==> src/rtl/agq_pkg.sv <==
package agq_pkg;
  typedef enum logic {
    OWN_IDLE = 1'b0,
    OWN_BUSY = 1'b1
  } own_e;

  typedef struct packed {
    logic gnt;
    logic rty;
    logic tsin;
    logic ack;
  } bus_smp_t;
endpackage

==> src/rtl/agq_retry_hist.sv <==
module agq_retry_hist #(
  parameter int HIST = 1
) (
  input  logic clk,
  input  logic rst,
  input  logic rty_now,
  output logic rty_recent
);
  logic [HIST-1:0] stage_q;

  generate
    for (genvar i = 0; i < HIST; i++) begin : g_stage
      if (i == 0) begin : g_first
        always_ff @(posedge clk) begin
          if (rst) stage_q[0] <= 1'b0;
          else     stage_q[0] <= rty_now;
        end
      end else begin : g_next
        always_ff @(posedge clk) begin
          if (rst) stage_q[i] <= 1'b0;
          else     stage_q[i] <= stage_q[i-1];
        end
      end
    end
  endgenerate

  assign rty_recent = |stage_q;
endmodule

==> src/rtl/agq_qualifier.sv <==
module agq_qualifier
  import agq_pkg::*;
(
  input  bus_smp_t smp,
  input  logic     rty_recent,
  input  logic     owner,
  output logic     qual
);
  always_comb begin
    qual = smp.gnt && !smp.rty && !rty_recent && !smp.tsin && !owner;
  end
endmodule

==> src/rtl/agq_tenure.sv <==
module agq_tenure
  import agq_pkg::*;
#(
  parameter int MAX_PEND = 4
) (
  input  logic     clk,
  input  logic     rst,
  input  logic     push,
  input  logic     parked,
  input  logic     qual,
  input  bus_smp_t smp,
  output logic     owner,
  output logic     req_n,
  output logic     ts_n,
  output logic     done
);
  localparam int CW = $clog2(MAX_PEND + 1);
  localparam logic [CW-1:0] FULL = CW'(MAX_PEND);

  logic [CW-1:0] pend_q, pend_d;
  own_e          own_q, own_d;
  logic          push_ok, start, end_rty, end_ack, work_now;

  assign owner = (own_q == OWN_BUSY);

  always_comb begin
    push_ok  = push && (pend_q != FULL);
    work_now = (pend_q != '0) || push_ok;
    start    = qual && (parked ? work_now : !req_n);
    end_rty  = owner && smp.rty;
    end_ack  = owner && !smp.rty && smp.ack;
    pend_d   = pend_q + CW'(push_ok) - CW'(end_ack);
    own_d    = own_q;
    if (start)                own_d = OWN_BUSY;
    else if (end_rty || end_ack) own_d = OWN_IDLE;
  end

  always_ff @(posedge clk) begin
    if (rst) begin
      pend_q <= '0;
      own_q  <= OWN_IDLE;
      req_n  <= 1'b1;
      ts_n   <= 1'b1;
      done   <= 1'b0;
    end else begin
      pend_q <= pend_d;
      own_q  <= own_d;
      req_n  <= !(pend_d > CW'(own_d == OWN_BUSY));
      ts_n   <= !start;
      done   <= end_ack;
    end
  end


  ts_one_cycle_chk: assert property (@(posedge clk) disable iff (rst)
    !ts_n |=> ts_n);

  ack_release_chk: assert property (@(posedge clk) disable iff (rst)
    (owner && smp.ack && !smp.rty) |=> (!owner && done));

  retry_wins_chk: assert property (@(posedge clk) disable iff (rst)
    (owner && smp.rty) |=> (!owner && !done));
endmodule

==> src/rtl/addr_grant_qual.sv <==
module addr_grant_qual
  import agq_pkg::*;
#(
  parameter int MAX_PEND = 4,
  parameter int RTY_HIST = 1
) (
  input  logic clk,
  input  logic rst,
  input  logic tenure_push,
  input  logic parked,
  input  logic bus_gnt_n,
  input  logic aretry_n,
  input  logic ts_in_n,
  input  logic aack_n,
  output logic bus_req_n,
  output logic ts_out_n,
  output logic abb_n,
  output logic tenure_done
);
  bus_smp_t smp;
  logic     rty_recent, owner, qual;

  always_comb begin
    smp.gnt  = !bus_gnt_n;
    smp.rty  = !aretry_n;
    smp.tsin = !ts_in_n;
    smp.ack  = !aack_n;
  end

  agq_retry_hist #(.HIST(RTY_HIST)) u_hist (
    .clk(clk), .rst(rst), .rty_now(smp.rty), .rty_recent(rty_recent)
  );

  agq_qualifier u_qual (
    .smp(smp), .rty_recent(rty_recent), .owner(owner), .qual(qual)
  );

  agq_tenure #(.MAX_PEND(MAX_PEND)) u_ten (
    .clk(clk), .rst(rst), .push(tenure_push), .parked(parked),
    .qual(qual), .smp(smp), .owner(owner), .req_n(bus_req_n),
    .ts_n(ts_out_n), .done(tenure_done)
  );

  assign abb_n = !owner;


  reset_idle_chk: assert property (@(posedge clk)
    rst |=> (bus_req_n && ts_out_n && abb_n && !tenure_done));

  start_qualified_chk: assert property (@(posedge clk) disable iff (rst)
    $fell(ts_out_n) |-> ($past(!bus_gnt_n) && $past(aretry_n) && $past(ts_in_n) && $past(abb_n)));

  unparked_needs_req_chk: assert property (@(posedge clk) disable iff (rst)
    ($fell(ts_out_n) && !$past(parked)) |-> $past(!bus_req_n));

  ts_with_busy_chk: assert property (@(posedge clk) disable iff (rst)
    !ts_out_n |-> !abb_n);
endmodule

==> config.mk <==
export PLATFORM = sky130hd
export DESIGN_NAME = addr_grant_qual
export DESIGN_NICKNAME = d
export VERILOG_FILES = /design/src/rtl/agq_pkg.sv /design/src/rtl/agq_retry_hist.sv /design/src/rtl/agq_qualifier.sv /design/src/rtl/agq_tenure.sv /design/src/rtl/addr_grant_qual.sv
export SDC_FILE = /design/constraint.sdc
export NUM_CORES = 1
export LEC_CHECK = 0
export BUFFER_PORTS_ARGS = -buffer_cell sky130_fd_sc_hd__buf_2
export CAP_MARGIN = 20
export CORE_AREA = 2 2 39 41
export CTS_CLUSTER_SIZE = 24
export DETAILED_ROUTE_END_ITERATION = 10
export DIE_AREA = 0 0 41 43
export GPL_TIMING_DRIVEN = 0
export PLACE_DENSITY_LB_ADDON = 0.15
export REMOVE_ABC_BUFFERS = 1
export SYNTH_ARGS = -nofsm -noshare
export SYNTH_HDL_FRONTEND = slang
export SYNTH_HIERARCHICAL = 1
export SYNTH_SLANG_ARGS = --single-unit
==> constraint.sdc <==
create_clock -name clk -period 2.45 [get_ports clk]
set_input_delay 0.49 -clock clk [delete_from_list [all_inputs] [get_ports clk]]
set_output_delay 0.49 -clock clk [all_outputs]
set_load 0.01 [all_outputs]
==> impl_metrics.py, run 1 <==
metrics = {
    "outcome": {
        "outcome": "finished, final reports clean",
    },
    "placement": {
        "portBuffers": 11,
        "routabilityCongestion": 0.673,
        "hpwl_um": 517,
    },
    "timing": {
        "worst_pin_slew_ps": 250,
        "fmax_ghz": 0.482,
        "slew_headroom_pct": 83.2,
        "hold_violations": 0,
        "slew_viol_final": 0,
        "rsz0062_at_grt": "false",
        "skew_ps": 10.7,
        "min_period_ps": 2070,
        "setup_violations": 0,
        "finalCritPeriodShare_pct": 84.7,
        "setup_tns_ps": 0,
    },
    "route": {
        "ant_nets": 0,
        "drc_errors": 0,
        "first_pass_iters": 1,
        "initialDrtViolationCount": 0,
        "via_count": 295,
        "drt_wl_total_um": 614,
        "via_per_inst": 4.04,
        "wl_per_cell_um": 8.41,
    },
    "die": {
        "core_area_um2": 1380,
        "dieHeight_um": 43,
        "io-pin-count": 12,
        "row_count": 14,
        "start_util_pct": 29.2,
        "die_area_um2": 1760,
        "die_x_um": 41,
    },
    "yosys": {
        "ys_seq_elements": 8,
        "synth.avg_cell_area_um2": 9.40,
        "synthTopCellsByCount": "9 x inv_1, 8 x dfxtp_1",
        "synth_cell_types": 18,
        "synthArstFlopShare_pct": 0,
        "yosys-top-cells-area": "dfxtp_1 40%, ha_1 9.3%, inv_1 8.4%",
        "synth.top_cell.area_share_pct": 39.6,
        "synth.cell_area_um2": 404,
        "yosysMostFrequentCell": "inv_1",
        "synth_seq_area_share_pct": 39.6,
        "synth_edf_count": 0,
        "yosys.area.top_type": "dfxtp_1",
        "synthFlopType": "dfxtp_1",
        "syn_inst": 43,
        "yosys_warnings": 6,
    },
    "global_route": {
        "grt.overflow.total": 0,
        "grt_usage_pct": 8.78,
        "grt_pass1_vias": 250,
        "antenna_found_initial": 0,
        "grt_max_degree": 9,
        "grt_pass1_wl_um": 993,
    },
    "finish": {
        "area_growth_pct": 24.1,
        "diodes": 0,
        "fillers": 152,
        "layout-drive-gt1-share_pct": 29.8,
        "finalNetCount": 71,
    },
    "clock_tree": {
        "numCtsBuffers": 3,
        "cts_tree": "built",
        "cts.htree.levels": 1,
        "cts_resized": 0,
        "cts_setup_buffers": 0,
        "ctsHoldBuffers": 0,
        "cts_sinks": 8,
        "cts_root_buffer": "clkbuf_4",
        "clock_path_buffers": 2,
        "clk_latency_ps": 250,
        "clk_pin_slew_ps": 60,
    },
    "power_and_ir_drop": {
        "p_sw_uw": 116,
        "p_comb_share_pct": 29.0,
        "p_int_uw": 267,
        "power_density_nw_per_um2": 764,
        "vdd_drop_max_mv": 0.232,
        "sw_frac_of_total_pct": 30.3,
        "clock_power_share_pct": 25.7,
        "p_total_uw": 384,
        "power_frac_seq_pct": 45.3,
        "p_leak_nw": 0.249,
    },
    "worst_setup_path": {
        "path_buf_inv": 4,
        "slowest_delay_ps": 370,
        "worstPathCellList": "buf_2 > inv_1 > nor2b_1 > and2_1 > ha_1 > inv_1 > ha_1 > inv_1 > fa_1 > xnor2_1 > xnor2_1 > o21bai_1",
        "worst-path-max-fanout": 3,
        "worstPathArrival_ps": 2210,
        "critical_path.startpoint_type": "input port",
        "crit_family": "adder cells",
        "end_kind": "flip-flop",
        "cp_slowest_cell": "fa_1",
        "cpMostUsedCell": "inv_1",
        "critical_path_class": "input port to flip-flop",
        "required_ps": 2590,
    },
    "min_path": {
        "hold_class": "input port to flip-flop",
    },
    "flow_run": {
        "cap_violations": 0,
    },
}
cells in the final DEF (no fill, tap or decap), drive strengths merged:
cell and count:
a21oi 1, and2 1, buf 11, clkbuf 3
dfxtp 8, fa 1, ha 3, inv 9
nand2 3, nand2b 2, nor2 3, nor2b 4
nor4 1, o21ai 1, o21bai 1, o221ai 1
or2 1, or4b 1, xnor2 2
kinds of logic (layout without fill, tap and decap cells):
logic type | Yosys count | after routing | share of synthesized area, %
flip-flops | 8 | 8 | 39.6
adder cells (fa/ha/maj) | 4 | 4 | 14.2
buffers and inverters | 9 | 23 | 8.36
AND/OR/NAND/NOR | 16 | 16 | 25.4
AO/OA/AOI/OAI | 4 | 4 | 8.05
XOR/XNOR | 2 | 2 | 4.34
through the flow:
stage               hold WS [ps]  std cells  setup WS [ps]  area (um2)  utilization [%]
global route                 522         73            204         502             36.3
detailed placement           558         70            105         479             34.6
floorplan                    507         43            314         404                -
CTS                          521         73            373         502             36.3
finish                       518         73            376         502             36.3
global placement             558         70            107         479             34.6
cell type report:
class                   count  area [um2]  share of cell area, %
well taps                  16        20.0                   3.99
inverters                   9        33.8                   6.73
multi-input cells          26         210                   41.9
flip-flops and latches      8         160                   31.9
clock buffers               3        22.5                   4.49
repair buffers             11        55.1                   11.0
power by group through the flow:
| stage | registers [mW] | logic, mW | clock network [mW] |
|---|---|---|---|
| 3_3_place_gp | 0.177 | 0.113 | 0 |
| 5_1_grt | 0.177 | 0.129 | 0.111 |
| 6_report | 0.174 | 0.111 | 0.0985 |
| 3_5_place_dp | 0.177 | 0.110 | 0 |
| 2_1_floorplan | 0.177 | 0.0801 | 0 |
| 4_1_cts | 0.175 | 0.113 | 0.103 |
flip-flops by register name, summed over array words and instances, names as in the netlist:
name and cells:
u_hist/rty_recent 1, u_ten/done 1, u_ten/owner 1, u_ten/req_n 1, u_ten/pend_q 3, u_ten/ts_n 1
final timing paths:
path                           to  slack (ps)         startpoint  cells past startpoint
setup / recovery      u_ten/req_n         380           aretry_n                     12
hold / removal    u_ten/pend_q[1]         520                rst                      2
setup reg to reg      u_ten/req_n         400        u_ten/owner                     10
hold reg to reg       u_ten/owner         560  u_hist/rty_recent                      3
metal layers:
metal | global-route usage [%] | share of wire (%) | vias to the layer above
met5 | 0 | 0 | -
met4 | 8.00 | 0 | 0
met3 | 3.66 | 8.8 | 0
met2 | 9.69 | 38 | 8
met1 | 12.1 | 53 | 122
li1 | - | - | 165
worst reg2reg max path: stages, from the launching register on:
cell      delay, ps
dfxtp_1         350
nor2b_1         180
and2_1          170
ha_1            230
inv_1            50
ha_1            130
inv_1            40
fa_1            370
xnor2_1         170
xnor2_1         150
o21bai_1        100
Power figures use the tool's default switching activity.
==> run 2: changes to the inputs <==
==> constraint.sdc (replaced) <==
create_clock -name clk -period 1.8 [get_ports clk]
set_input_delay 0.36 -clock clk [delete_from_list [all_inputs] [get_ports clk]]
set_output_delay 0.36 -clock clk [all_outputs]
set_load 0.01 [all_outputs]
==> impl_metrics.py, run 2 (synthesis gave the netlist of run 1 again) <==
metrics = {
    "die": {
        "start_util_pct": 29.2,
        "dieHeight_um": 43,
        "die_area_um2": 1760,
        "row_count": 14,
        "die_x_um": 41,
        "core_area_um2": 1380,
        "io-pin-count": 12,
    },
    "power_and_ir_drop": {
        "power_density_nw_per_um2": 998,
        "p_leak_nw": 0.262,
        "vdd_drop_max_mv": 0.381,
    },
    "timing": {
        "hold_violations": 0,
        "worst_pin_slew_ps": 251,
        "layout_setup_ws_ps": -82.1,
        "slew_headroom_pct": 83.1,
        "fmax_ghz": 0.531,
        "setup_violations": 2,
        "rsz0062_at_grt": "true",
        "min_period_ps": 1880,
        "slew_viol_final": 0,
        "timing.hold.ws_ps": 379,
        "finalCritPeriodShare_pct": 105,
        "skew_ps": 12.1,
        "setup_tns_ps": -148,
    },
    "worst_setup_path": {
        "worstPathArrival_ps": 2030,
        "end_kind": "flip-flop",
        "required_ps": 1950,
        "critical_path.startpoint_type": "flip-flop",
        "critical_path_class": "flip-flop to flip-flop",
        "worst-path-max-fanout": 2,
    },
    "route": {
        "wl_per_cell_um": 8.85,
        "drt_wl_total_um": 664,
        "ant_nets": 0,
        "initialDrtViolationCount": 4,
        "first_pass_iters": 4,
        "drc_errors": 0,
        "via_per_inst": 4.15,
        "via_count": 311,
    },
    "global_route": {
        "grt_usage_pct": 9.38,
        "grt.overflow.total": 0,
        "grt_max_degree": 9,
        "grt_pass1_vias": 280,
        "antenna_found_initial": 0,
        "grt_pass1_wl_mm": 1.07,
    },
    "clock_tree": {
        "clk_pin_slew_ps": 60,
        "cts_sinks": 8,
        "clk_latency_ps": 250,
        "clock_path_buffers": 2,
        "cts_tree": "built",
        "numCtsBuffers": 3,
        "cts.htree.levels": 1,
        "ctsHoldBuffers": 0,
        "cts_root_buffer": "clkbuf_4",
    },
    "outcome": {
        "violations": "setup timing",
        "outcome": "complete, but fails checks",
    },
    "finish": {
        "regMostFlops": "u_ten/pend_q",
        "layout-drive-gt1-share_pct": 52.5,
        "final_common_cell": "buf_2",
        "largest_reg_flops": 3,
        "final_cell_mix": "11 x buf_2, 7 x inv_1, 5 x dfxtp_1",
        "area_growth_pct": 41.2,
        "stdcell_area_um2": 571,
        "finalNetCount": 73,
        "diodes": 0,
    },
    "placement": {
        "hpwl_um": 517,
        "post_dp_cell_area_um2": 479,
        "pre_cts_ws_ps": -415,
        "routabilityCongestion": 0.673,
        "portBuffers": 11,
    },
    "min_path": {
        "hold_class": "input port to flip-flop",
    },
    "flow_run": {
        "cap_violations": 0,
    },
}
## run 2: routing by layer
metal / GRT usage [%] / share of wire [%] / vias up
met2: 12.8 / 43 / 8
li1: - / - / 168
met1: 10.8 / 49 / 135
met5: 0 / 0 / -
met4: 8.00 / 0 / 0
met3: 3.66 / 8.1 / 0
## run 2: stage by stage
step	cells	power, mW	utilization, %
global route	75	0.613	41.2
detailed placement	70	0.392	34.6
floorplan	43	0.351	-
global placement	70	0.395	34.6
finish	75	0.569	41.2
CTS	75	0.572	41.0
## run 2: timing repair
action / in CTS / in global routing
endpoints found under the setup margin: 3 / 2
resized for setup: 14 / 1
setup buffers: 2 / 0
pin swaps: 6 / 5
## run 2: final timing paths
| kind | startpoint | endpoint | slack (ps) | depth (start not counted) |
|---|---|---|---|---|
| setup reg to reg | u_ten/owner | u_ten/pend_q[2] | -80 | 10 |
| setup / recovery | u_ten/owner | u_ten/pend_q[2] | -80 | 10 |
| hold / removal | rst | u_ten/pend_q[1] | 380 | 2 |
| hold reg to reg | u_hist/rty_recent | u_ten/owner | 550 | 3 |
## run 2: cell type report
cell class	instances	area, um2
fill	149	813
tap	16	20.0
inverter	9	33.8
timing repair buffer	13	70.1
sequential	8	166
clock buffer	3	22.5
multi-input combinational	26	258
## run 2: worst max-delay path, cell delays in order (launching register included)
cell	delay [ps]
dfxtp_2	310
nor2b_4	120
and2_4	160
ha_4	230
inv_2	60
ha_4	110
inv_2	30
fa_2	340
xnor2_2	140
xnor2_1	130
nor2b_2	150
## run 2: where the power goes
part	leakage [nW]	switching (mW)	total, mW	internal (mW)
Sequential	0.0672	0.0253	0.240	0.215
Clock	0.0138	0.0605	0.137	0.0763
Combinational	0.181	0.0903	0.192	0.102
